===== config.mk =====
export PLATFORM = sky130hd
export DESIGN_NAME = rwin_ctrl
export DESIGN_NICKNAME = d
export VERILOG_FILES = /design/src/rtl/rwin_pkg.sv /design/src/rtl/rwin_decode.sv /design/src/rtl/rwin_ptr.sv /design/src/rtl/rwin_psw.sv /design/src/rtl/rwin_flow.sv /design/src/rtl/rwin_ctrl.sv
export SDC_FILE = /design/constraint.sdc
export NUM_CORES = 1
export LEC_CHECK = 0
export CORE_ASPECT_RATIO = 2
export CORE_UTILIZATION = 30
export DETAILED_ROUTE_END_ITERATION = 8
export RECOVER_POWER = 100
export SLEW_MARGIN = 25
export SYNTH_ARGS = -nofsm -noshare
export SYNTH_HDL_FRONTEND = slang
export SYNTH_SLANG_ARGS = --single-unit

===== constraint.sdc =====
create_clock -name clk -period 3.2 [get_ports clk]
set_clock_uncertainty 0.05 [all_clocks]
set_input_delay 0.32 -clock clk [delete_from_list [all_inputs] [get_ports clk]]
set_output_delay 0.32 -clock clk [all_outputs]
set_load 0.05 [all_outputs]

===== src/rtl/rwin_pkg.sv =====
package rwin_pkg;

  typedef enum logic [3:0] {
    OP_NOP      = 4'd0,
    OP_CALL_REG = 4'd1,
    OP_CALL_REL = 4'd2,
    OP_CALL_INT = 4'd3,
    OP_RET      = 4'd4,
    OP_RET_INT  = 4'd5,
    OP_PSW_WR   = 4'd6,
    OP_PSW_RD   = 4'd7,
    OP_LPC_RD   = 4'd8,
    OP_JMP_REL  = 4'd9
  } op_e;

  typedef enum logic [1:0] {
    TC_NONE   = 2'd0,
    TC_WINDOW = 2'd1,
    TC_ALIGN  = 2'd2,
    TC_PRIV   = 2'd3
  } cause_e;

  typedef struct packed {
    logic call;
    logic ret;
    logic jmp;
    logic psw_wr;
    logic psw_rd;
    logic lpc_rd;
    logic priv;
    logic link_last;
    logic tgt_rel;
  } dec_t;

endpackage


===== src/rtl/rwin_decode.sv =====
module rwin_decode
  import rwin_pkg::*;
(
  input  logic [3:0] op_i,
  output dec_t       dec_o
);

  always_comb begin
    dec_o = '0;
    case (op_i)
      OP_CALL_REG: dec_o.call = 1'b1;
      OP_CALL_REL: begin
        dec_o.call    = 1'b1;
        dec_o.tgt_rel = 1'b1;
      end
      OP_CALL_INT: begin
        dec_o.call      = 1'b1;
        dec_o.priv      = 1'b1;
        dec_o.link_last = 1'b1;
      end
      OP_RET:      dec_o.ret = 1'b1;
      OP_RET_INT: begin
        dec_o.ret  = 1'b1;
        dec_o.priv = 1'b1;
      end
      OP_PSW_WR: begin
        dec_o.psw_wr = 1'b1;
        dec_o.priv   = 1'b1;
      end
      OP_PSW_RD:   dec_o.psw_rd = 1'b1;
      OP_LPC_RD: begin
        dec_o.lpc_rd = 1'b1;
        dec_o.priv   = 1'b1;
      end
      OP_JMP_REL: begin
        dec_o.jmp     = 1'b1;
        dec_o.tgt_rel = 1'b1;
      end
      default: ;
    endcase
  end

endmodule


===== src/rtl/rwin_ptr.sv =====
module rwin_ptr #(
  parameter int WB = 3
) (
  input  logic          clk,
  input  logic          rst_n,
  input  logic          step_dn_i,
  input  logic          step_up_i,
  output logic [WB-1:0] cwp_o
);

  logic [WB-1:0] cwp_q;
  logic [WB-1:0] cwp_d;
  logic          cwp_en;

  always_comb begin
    cwp_en = step_dn_i | step_up_i;
    cwp_d  = cwp_q;
    if (step_dn_i)      cwp_d = cwp_q - WB'(1);
    else if (step_up_i) cwp_d = cwp_q + WB'(1);
  end

  always_ff @(posedge clk or negedge rst_n) begin
    if (!rst_n)      cwp_q <= '0;
    else if (cwp_en) cwp_q <= cwp_d;
  end

  assign cwp_o = cwp_q;

  assert_call_step_R2: assert property (@(posedge clk) disable iff (!rst_n)
    step_dn_i |=> cwp_q == $past(cwp_q) - WB'(1));

  assert_ret_step_R2: assert property (@(posedge clk) disable iff (!rst_n)
    step_up_i |=> cwp_q == $past(cwp_q) + WB'(1));

  assert_hold_R3: assert property (@(posedge clk) disable iff (!rst_n)
    (!step_dn_i && !step_up_i) |=> $stable(cwp_q));

endmodule


===== src/rtl/rwin_psw.sv =====
module rwin_psw #(
  parameter int            PW      = 13,
  parameter int            WB      = 3,
  parameter int            SWP_LSB = 10,
  parameter int            SYS_BIT = 7,
  parameter logic [PW-1:0] RST_VAL = 13'h0480
) (
  input  logic          clk,
  input  logic          rst_n,
  input  logic          ld_i,
  input  logic [PW-1:0] ld_val_i,
  output logic [PW-1:0] psw_o,
  output logic [WB-1:0] swp_o,
  output logic          sys_o
);

  logic          pend_v_q, pend_v_d;
  logic [PW-1:0] pend_q, pend_d;
  logic          pend_en;
  logic [PW-1:0] psw_q, psw_d;
  logic          psw_en;

  always_comb begin
    pend_v_d = ld_i;
    pend_en  = ld_i;
    pend_d   = ld_val_i;
    psw_en   = pend_v_q;
    psw_d    = pend_q;
  end

  always_ff @(posedge clk or negedge rst_n) begin
    if (!rst_n) begin
      pend_v_q <= 1'b0;
      pend_q   <= '0;
      psw_q    <= RST_VAL;
    end else begin
      pend_v_q <= pend_v_d;
      if (pend_en) pend_q <= pend_d;
      if (psw_en)  psw_q  <= psw_d;
    end
  end

  assign psw_o = psw_q;
  assign swp_o = psw_q[SWP_LSB +: WB];
  assign sys_o = psw_q[SYS_BIT];

  assert_psw_delay_R8: assert property (@(posedge clk) disable iff (!rst_n)
    (ld_i && !pend_v_q) |=> $stable(psw_q));

  assert_psw_commit_R8: assert property (@(posedge clk) disable iff (!rst_n)
    pend_v_q |=> psw_q == $past(pend_q));

endmodule


===== src/rtl/rwin_flow.sv =====
module rwin_flow
  import rwin_pkg::*;
#(
  parameter int               XLEN      = 32,
  parameter int               WB        = 3,
  parameter int               PW        = 13,
  parameter int               IW        = 19,
  parameter int               PC_STEP   = 4,
  parameter logic [XLEN-1:0]  VEC_WIN   = 32'h8000_0020,
  parameter logic [XLEN-1:0]  VEC_ALIGN = 32'h8000_0000,
  parameter logic [XLEN-1:0]  VEC_PRIV  = 32'h8000_0010
) (
  input  logic            clk,
  input  logic            rst_n,
  input  dec_t            dec_i,
  input  logic [XLEN-1:0] cur_pc_i,
  input  logic [XLEN-1:0] last_pc_i,
  input  logic [XLEN-1:0] src_sum_i,
  input  logic [IW-1:0]   rel_imm_i,
  input  logic            cond_i,
  input  logic [WB-1:0]   cwp_i,
  input  logic [WB-1:0]   swp_i,
  input  logic            sys_i,
  input  logic [PW-1:0]   psw_i,
  output logic [XLEN-1:0] next_pc_o,
  output logic            trap_o,
  output cause_e          cause_o,
  output logic            link_we_o,
  output logic [XLEN-1:0] link_val_o,
  output logic [WB-1:0]   dst_win_o,
  output logic            step_dn_o,
  output logic            step_up_o,
  output logic            psw_ld_o
);

  logic [XLEN-1:0] seq_pc;
  logic [XLEN-1:0] rel_tgt;
  logic [WB-1:0]   win_down;
  logic            priv_bad;
  logic            win_hit;

  always_comb begin
    seq_pc   = cur_pc_i + XLEN'(PC_STEP);
    rel_tgt  = cur_pc_i + {{(XLEN-IW){rel_imm_i[IW-1]}}, rel_imm_i};
    win_down = cwp_i - WB'(1);
    priv_bad = dec_i.priv && !sys_i;
    win_hit  = dec_i.call && (win_down == swp_i);

    next_pc_o  = seq_pc;
    trap_o     = 1'b0;
    cause_o    = TC_NONE;
    link_we_o  = 1'b0;
    link_val_o = '0;
    step_dn_o  = 1'b0;
    step_up_o  = 1'b0;
    psw_ld_o   = 1'b0;
    dst_win_o  = dec_i.call ? win_down : cwp_i;

    if (priv_bad) begin
      trap_o    = 1'b1;
      cause_o   = TC_PRIV;
      next_pc_o = VEC_PRIV;
    end else if (dec_i.call) begin
      if (win_hit) begin
        trap_o    = 1'b1;
        cause_o   = TC_WINDOW;
        next_pc_o = VEC_WIN;
      end else begin
        step_dn_o  = 1'b1;
        link_we_o  = 1'b1;
        link_val_o = dec_i.link_last ? last_pc_i : cur_pc_i;
        next_pc_o  = dec_i.tgt_rel ? rel_tgt : src_sum_i;
      end
    end else if (dec_i.ret) begin
      if (cond_i) begin
        step_up_o = 1'b1;
        next_pc_o = src_sum_i;
      end
    end else if (dec_i.jmp) begin
      if (cond_i) begin
        if (rel_tgt[0]) begin
          trap_o    = 1'b1;
          cause_o   = TC_ALIGN;
          next_pc_o = VEC_ALIGN;
        end else begin
          next_pc_o = rel_tgt;
        end
      end
    end else if (dec_i.psw_wr) begin
      psw_ld_o = 1'b1;
    end else if (dec_i.psw_rd) begin
      link_we_o  = 1'b1;
      link_val_o = {{(XLEN-PW){1'b1}}, psw_i};
    end else if (dec_i.lpc_rd) begin
      link_we_o  = 1'b1;
      link_val_o = last_pc_i;
    end
  end

  assert_trap_quiet_R3: assert property (@(posedge clk) disable iff (!rst_n)
    trap_o |-> (!link_we_o && !step_dn_o && !step_up_o && !psw_ld_o));

  assert_align_vec_R7: assert property (@(posedge clk) disable iff (!rst_n)
    (trap_o && cause_o == TC_ALIGN) |-> (next_pc_o == VEC_ALIGN && dec_i.jmp && cond_i));

endmodule


===== src/rtl/rwin_ctrl.sv =====
module rwin_ctrl
  import rwin_pkg::*;
#(
  parameter int  XLEN    = 32,
  parameter int  WB      = 3,
  parameter int  PW      = 13,
  parameter int  IW      = 19,
  parameter int  SWP_LSB = 10,
  parameter int  SYS_BIT = 7
) (
  input  logic            clk,
  input  logic            rst_n,
  input  logic [3:0]      op_i,
  input  logic [XLEN-1:0] cur_pc_i,
  input  logic [XLEN-1:0] last_pc_i,
  input  logic [XLEN-1:0] src_sum_i,
  input  logic [IW-1:0]   rel_imm_i,
  input  logic            cond_i,
  output logic [XLEN-1:0] next_pc_o,
  output logic            trap_o,
  output logic [1:0]      trap_cause_o,
  output logic [WB-1:0]   src_win_o,
  output logic [WB-1:0]   dst_win_o,
  output logic            link_we_o,
  output logic [XLEN-1:0] link_val_o,
  output logic [WB-1:0]   cwp_o
);

  localparam logic [PW-1:0] RST_PSW = PW'((1 << SWP_LSB) | (1 << SYS_BIT));

  // reset: asserted asynchronously, released on a clock edge
  logic [1:0] rst_sync_q;
  logic       rst_int_n;

  always_ff @(posedge clk or negedge rst_n) begin
    if (!rst_n) rst_sync_q <= 2'b00;
    else        rst_sync_q <= {rst_sync_q[0], 1'b1};
  end
  assign rst_int_n = rst_sync_q[1];

  dec_t          dec;
  logic [WB-1:0] cwp;
  logic [WB-1:0] swp;
  logic          sys;
  logic [PW-1:0] psw;
  logic          step_dn, step_up, psw_ld;
  cause_e        cause;

  rwin_decode u_dec (
    .op_i  (op_i),
    .dec_o (dec)
  );

  rwin_ptr #(.WB(WB)) u_ptr (
    .clk       (clk),
    .rst_n     (rst_int_n),
    .step_dn_i (step_dn),
    .step_up_i (step_up),
    .cwp_o     (cwp)
  );

  rwin_psw #(
    .PW(PW), .WB(WB), .SWP_LSB(SWP_LSB), .SYS_BIT(SYS_BIT), .RST_VAL(RST_PSW)
  ) u_psw (
    .clk      (clk),
    .rst_n    (rst_int_n),
    .ld_i     (psw_ld),
    .ld_val_i (src_sum_i[PW-1:0]),
    .psw_o    (psw),
    .swp_o    (swp),
    .sys_o    (sys)
  );

  rwin_flow #(
    .XLEN(XLEN), .WB(WB), .PW(PW), .IW(IW)
  ) u_flow (
    .clk        (clk),
    .rst_n      (rst_int_n),
    .dec_i      (dec),
    .cur_pc_i   (cur_pc_i),
    .last_pc_i  (last_pc_i),
    .src_sum_i  (src_sum_i),
    .rel_imm_i  (rel_imm_i),
    .cond_i     (cond_i),
    .cwp_i      (cwp),
    .swp_i      (swp),
    .sys_i      (sys),
    .psw_i      (psw),
    .next_pc_o  (next_pc_o),
    .trap_o     (trap_o),
    .cause_o    (cause),
    .link_we_o  (link_we_o),
    .link_val_o (link_val_o),
    .dst_win_o  (dst_win_o),
    .step_dn_o  (step_dn),
    .step_up_o  (step_up),
    .psw_ld_o   (psw_ld)
  );

  assign trap_cause_o = cause;
  assign src_win_o    = cwp;
  assign cwp_o        = cwp;

  assert_priv_trap_R10: assert property (@(posedge clk) disable iff (!rst_int_n)
    (dec.priv && !sys) |-> (trap_o && cause == TC_PRIV));

  assert_win_split_R4: assert property (@(posedge clk) disable iff (!rst_int_n)
    step_dn |-> (src_win_o != dst_win_o));

  assert_trap_freeze_R3: assert property (@(posedge clk) disable iff (!rst_int_n)
    trap_o |=> $stable(cwp));

endmodule


Word level (Yosys, flattened, before mapping)
Index checks and enable logic that the tools add are counted.
{ "totals": {"regBits": 32, "input_bits": 122, "elab_cells": 92, "out_inout_bits": 77} }
{ "classes": {"n_reduce_logical": 9, "eq_ne": 10, "addsub": 4, "muxes": 63, "bitwise_logic": 1} }
{ "ops": {"columns": ["op", "n"], "rows": [
  ["$mux W32", 18],
  ["$mux W1", 36],
  ["$add A32 B3 Y32 const B", 1],
  ["$add A32 B32 Y32", 1],
  ["$eq A4 B3 Y1 const B", 4],
  ["$mux W2", 6],
  ["$mux W3", 3],
  ["$eq A4 B2 Y1 const B", 2],
  ["$eq A4 B4 Y1 const B", 2],
  ["$eq A4 B1 Y1 const B", 1],
  ["$reduce_or A2 Y1", 2],
  ["$reduce_or A4 Y1", 1],
  ["$add A3 B1 Y3 const B", 1],
  ["$eq A3 B3 Y1", 1],
  ["$reduce_or A3 Y1", 1],
  ["$sub A3 B1 Y3 const B", 1],
  ["$logic_and A1 B1 Y1", 2],
  ["$reduce_and A2 Y1", 1],
  ["$reduce_bool A2 Y1", 1],
  ["$logic_not A1 Y1", 1],
  ["$or A1 B1 Y1", 1]
]} }

Logic depth before layout (Yosys ltp)
Gate-level depths: netlist (run 1).
{ "logic_depth": {"word_depth": 9, "depth_mapped": 11, "mapped_depth_nobuf": 11} }

Hierarchy
A second synthesis (run 1) with hierarchy kept.
{ "unflattened": {"cells_unflattened": 784, "hier_area_um2": 5983.2} }
{ "modules_own_cells": {"columns": ["module", "cells_each", "instances", "area_each_um2", "seq_area_each_um2"], "rows": [
  ["rwin_flow", 685, 1, 4506.8, 0.0],
  ["rwin_psw", 59, 1, 1098.6, 678.2],
  ["rwin_ptr", 13, 1, 155.1, 75.1],
  ["rwin_decode", 21, 1, 146.4, 0.0],
  ["rwin_ctrl", 6, 1, 76.3, 50.0]
]} }

Worst setup path after synthesis (run 1)
No wires, ideal clock.
{ "synth_path": {"path_type": "flip-flop to output port", "start": "reg u_ptr.cwp_q[0], in the netlist u_ptr.cwp_o[0]", "end": "out next_pc_o[31]", "path_stages_with_launch": 11, "t_arrival_ns": 3.293, "slack_ns": -0.463, "required_ns": 2.830, "n_path_buf": 0, "cell_sequence": "dfrtp_1 -> inv_1 -> ha_1 -> xor3_1 -> o311ai_4 -> inv_2 -> nand2_2 -> nand2_2 -> and3_1 -> a31o_2 -> a311oi_2"} }
{ "synth_between": {"elab_chain_cells": 6} }
{ "synth_lines": {"columns": ["item", "line", "text"], "rows": [
  ["from (decl)", "rwin_ptr.sv:11", "logic [WB-1:0] cwp_q;"],
  ["from (signal assigned)", "rwin_ptr.sv:24", "else if (cwp_en) cwp_q <= cwp_d;"],
  ["$sub A3 B1 Y3", "rwin_flow.sv:45", "win_down = cwp_i - WB'(1);"],
  ["$eq A3 B3 Y1", "rwin_flow.sv:47", "win_hit = dec_i.call && (win_down == swp_i);"],
  ["$logic_and A1 B1 Y1", "rwin_flow.sv:47", null],
  ["$mux W32", "rwin_flow.sv:64", "if (win_hit) begin"],
  ["$mux W32", "rwin_flow.sv:63", "end else if (dec_i.call) begin"],
  ["$mux W32", "rwin_flow.sv:59", "if (priv_bad) begin"],
  ["to (decl)", "rwin_ctrl.sv:19", "output logic [XLEN-1:0] next_pc_o,"]
]} }
No other way between the ends.

Worst setup path in the final report (run 1)
{ "layout_path": {"start": "in cur_pc_i[14]", "end": "out next_pc_o[17]"} }
{ "layout_between": {"elab_chain_cells": 7, "word_cells_on_any_way": 11, "classes_between": "2 x add/sub; 9 x mux"} }
{ "layout_lines": {"columns": ["item", "line", "text"], "rows": [
  ["from (decl)", "rwin_ctrl.sv:14", "input logic [XLEN-1:0] cur_pc_i,"],
  ["$add A32 B32 Y32", "rwin_flow.sv:44", "rel_tgt = cur_pc_i + {{(XLEN-IW){rel_imm_i[IW-1]}}, rel_imm_i};"],
  ["$mux W32", "rwin_flow.sv:81", "if (rel_tgt[0]) begin"],
  ["$mux W32", "rwin_flow.sv:80", "if (cond_i) begin"],
  ["$mux W32", "rwin_flow.sv:79", "end else if (dec_i.jmp) begin"],
  ["$mux W32", "rwin_flow.sv:74", "end else if (dec_i.ret) begin"],
  ["$mux W32 (*)", "rwin_flow.sv:63", null],
  ["$mux W32 (*)", "rwin_flow.sv:59", null]
]} }
Mark *: on every way between the ends. The rest lies on a longest branch, timed or not.

==> results of run 1 <==
-- critical path: stages --
cell	delay, ps
clkdlybuf4s50_1	480
buf_6	150
ha_4	230
a21oi_4	190
o211ai_1	140
nand2_1	110
nand2_1	60
a21o_1	200
xnor2_2	260
buf_4	170
o21ai_0	80
a22o_1	270
buf_6	160
-- cells by family after synthesis --
family	synth area share (%)
compound gates	31.00
xor+xnor	9.288
fa+ha+maj	7.300
buf+inv	5.700
flops	13.16
mux	10.72
other cells	0.06145
simple gates	22.76
-- layout make-up --
type	count	share of cell area [%]
Antenna cell	1	0.02276
Clock buffer	6	1.172
Clock inverter	2	0.3186
Inverter	19	0.6713
Multi-Input combinational cell	711	52.83
Sequential cell	32	7.316
Tap cell	262	2.981
Timing Repair Buffer	438	34.69
-- cell usage after synthesis, drive strengths merged (26+ instances only) --
cell type / instances / area [um^2]
o21ai: 52 / 260.2
a21oi: 69 / 371.6
mux2: 35 / 394.1
nor2: 70 / 265.3
clkbuf: 34 / 128.9
ha: 34 / 425.4
mux2i: 26 / 260.3
nand3: 30 / 150.1
nand2: 81 / 309.0
xor2: 26 / 227.7
xnor2: 36 / 315.3
dfrtp: 30 / 750.7
-- power breakdown --
group          internal (W)  switching, W  leakage [nW]
sequential         0.000587      0.000129         0.392
clock              0.000365      0.000169        0.0808
combinational       0.00146       0.00202          4.27
-- per-layer routing --
layer / global-route usage, % / up-vias / routed length, um
met5: 0 / - / 0
met2: 54.19 / 389 / 16590
met1: 27.78 / 4020 / 10250
li1: - / 3864 / -
met3: 2.707 / 159 / 1430
met4: 30.13 / 0 / 3741
-- state kept, by name, indices dropped and copies added, names as in the netlist --
name and cells:
u_ptr.cwp_o 3, u_psw.psw_o 13, u_psw.pend_v_q 1, rst_sync_q 2, u_psw.pend_q 13
-- stage by stage --
step	cell area, um^2	hold slack [ps]	cells
after floorplan	6197	-25.59	821
after global placement	9884	206.1	1436
after detailed placement	9884	207.6	1436
after CTS	10710	161.2	1459
after global routing	11000	229.4	1471
final	11000	226.9	1471
-- layout by cell type, fill, tap and decap left out, types with 8 or more instances in the layout --
cell type and n:
a21o_1 17, a21oi_1 47, a21oi_2 15, a221oi_1 12, a222oi_1 10, a22oi_1 24
and3_1 9, buf_12 15, buf_2 8, buf_4 240, buf_6 23, clkbuf_2 18
clkdlybuf4s50_1 85, dfrtp_1 29, dlygate4sd2_1 16, dlymetal6s2s_1 14, ha_1 10, ha_4 23
inv_1 13, mux2_2 35, mux2i_1 26, nand2_1 76, nand2b_1 14, nand3_1 25
nand4_1 17, nor2_1 64, nor3_1 10, o21ai_0 42, o22ai_1 10, o22ai_2 11
xnor2_1 32, xor2_1 25
-- final timing paths --
kind,startpoint,end,slack [ps],cells after the start
setup / recovery,cur_pc_i[14],next_pc_o[17],-3,13
hold / removal,rst_n,rst_sync_q[1],230,1
setup reg to reg,u_ptr.cwp_o[0],u_ptr.cwp_o[2],840,9
hold reg to reg,rst_sync_q[0],rst_sync_q[1],300,0
max in group asynchronous,rst_sync_q[1],u_ptr.cwp_o[0],1350,1
min in group clk,rst_sync_q[0],rst_sync_q[1],300,0
-- repair_timing --
| action | in CTS | in global routing |
|---|---|---|
| endpoints found under the setup margin | 26 | 27 |
| pin swaps | 47 | 56 |
| resized for setup | 133 | 75 |
| setup buffers | 17 | 11 |
==> flow_metrics.py, run 1 <==
metrics = {
    "floorplanning": {
        "initial_utilization_pct": 30.65,
        "num_io_pins": 199,
        "die_area_um2": 20950,
        "die_h_um": 203.7,
        "core_area_um2": 19910,
        "fp.dieW_um": 102.8,
        "rows": 73,
    },
    "clocking": {
        "cts_max_level": 2,
        "clock_sinks": 32,
        "clock_latency_ps": 280,
        "cts_hold_buf": 0,
        "cts_tree": "built",
        "cts_made_buffers": 5,
        "clkTransAtPathRegs_ps": 50,
        "cts-root-buf": "clkbuf_16",
        "clockBufferDepth": 2,
    },
    "place": {
        "numPortBuffers": 198,
        "dp_hpwl_mm": 25.92,
        "finalWeightedCongestion": 0.9550,
        "dp_slack_ps": -677.6,
    },
    "grt": {
        "antenna_found_initial": 1,
        "first_global_vias": 8514,
        "grt_max_degree": 31,
        "grt_pass1_wl_mm": 46.62,
        "grt_use_total_pct": 30.00,
        "overflow": 0,
    },
    "run_status": {
        "failed_checks": "max-capacitance violations, max-slew violations, negative setup slack",
        "status": "finished, violations left",
    },
    "timing": {
        "max_freq_ghz": 0.3122,
        "finalHoldViolCount": 0,
        "fin_crit_sh_pct": 100.1,
        "max-slew-margin-rel_pct": -8.972,
        "fin_ws_ps": -3.099,
        "setup_violations": 1,
        "rsz0062_at_grt": "yes",
        "min_period_ps": 3203,
        "fin_tns_setup_ps": -3.099,
        "slew_viol_final": 31,
        "worstMarginPinSlew_ps": 1635,
    },
    "synthesis": {
        "synth_edf_count": 0,
        "synthCells": 821,
        "synth_cell_types": 80,
        "synth_seq_cells": 32,
        "yosys_most_used_dff": "dfrtp_1",
        "syn_avg_cell_area_um2": 7.433,
        "ys_seq_area_share_pct": 13.16,
        "yosysWarnings": 0,
        "syn-cell-area_um2": 6102,
        "async_reset_ff_share_pct": 100.0,
        "syn_nets": 978,
    },
    "worst_setup_path": {
        "path_class": "input port to output port",
        "crit_required_ps": 2830,
        "endpoint_kind": "output port",
        "cp-start-kind": "input port",
        "worst_ep_arrival_time_ps": 2830,
        "crit_fanout": 4,
    },
    "cells_and_area": {
        "n_fill_cell": 1932,
        "final_util_pct": 55.23,
        "multiInputGateArea_um2": 5809,
        "drive_gt1_share_pct": 40.89,
        "nets": 1364,
        "regArea_um2": 804.5,
        "area_growth_pct": 80.21,
    },
    "routing": {
        "vias": 8432,
        "drc": 0,
        "detail_route.iter0.violations": 603,
        "routedWlPerCell_um": 21.76,
        "wl_mm": 32.02,
        "vias_per_cell": 5.732,
        "firstDrtPassIters": 5,
        "ant_nets": 0,
    },
    "pwr": {
        "cellPowerDensity_nw_per_um2": 429.5,
        "p_total_w": 0.004723,
        "p_leak_nw": 4.747,
        "ir_worst_vdd_v": 0.0004577,
    },
    "run": {
        "drv_cap": 1,
    },
    "hold_path": {
        "hp-class": "input port to asynchronous set/reset pin",
    },
}
No activity file was read; power rests on OpenSTA's default activity.
==> inputs of run 2 (changes only) <==
Settings changed: CTS_CLUSTER_SIZE from default to 24.
==> results of run 2 <==
Final layout, timing and power as in run 1 (identical DEF).
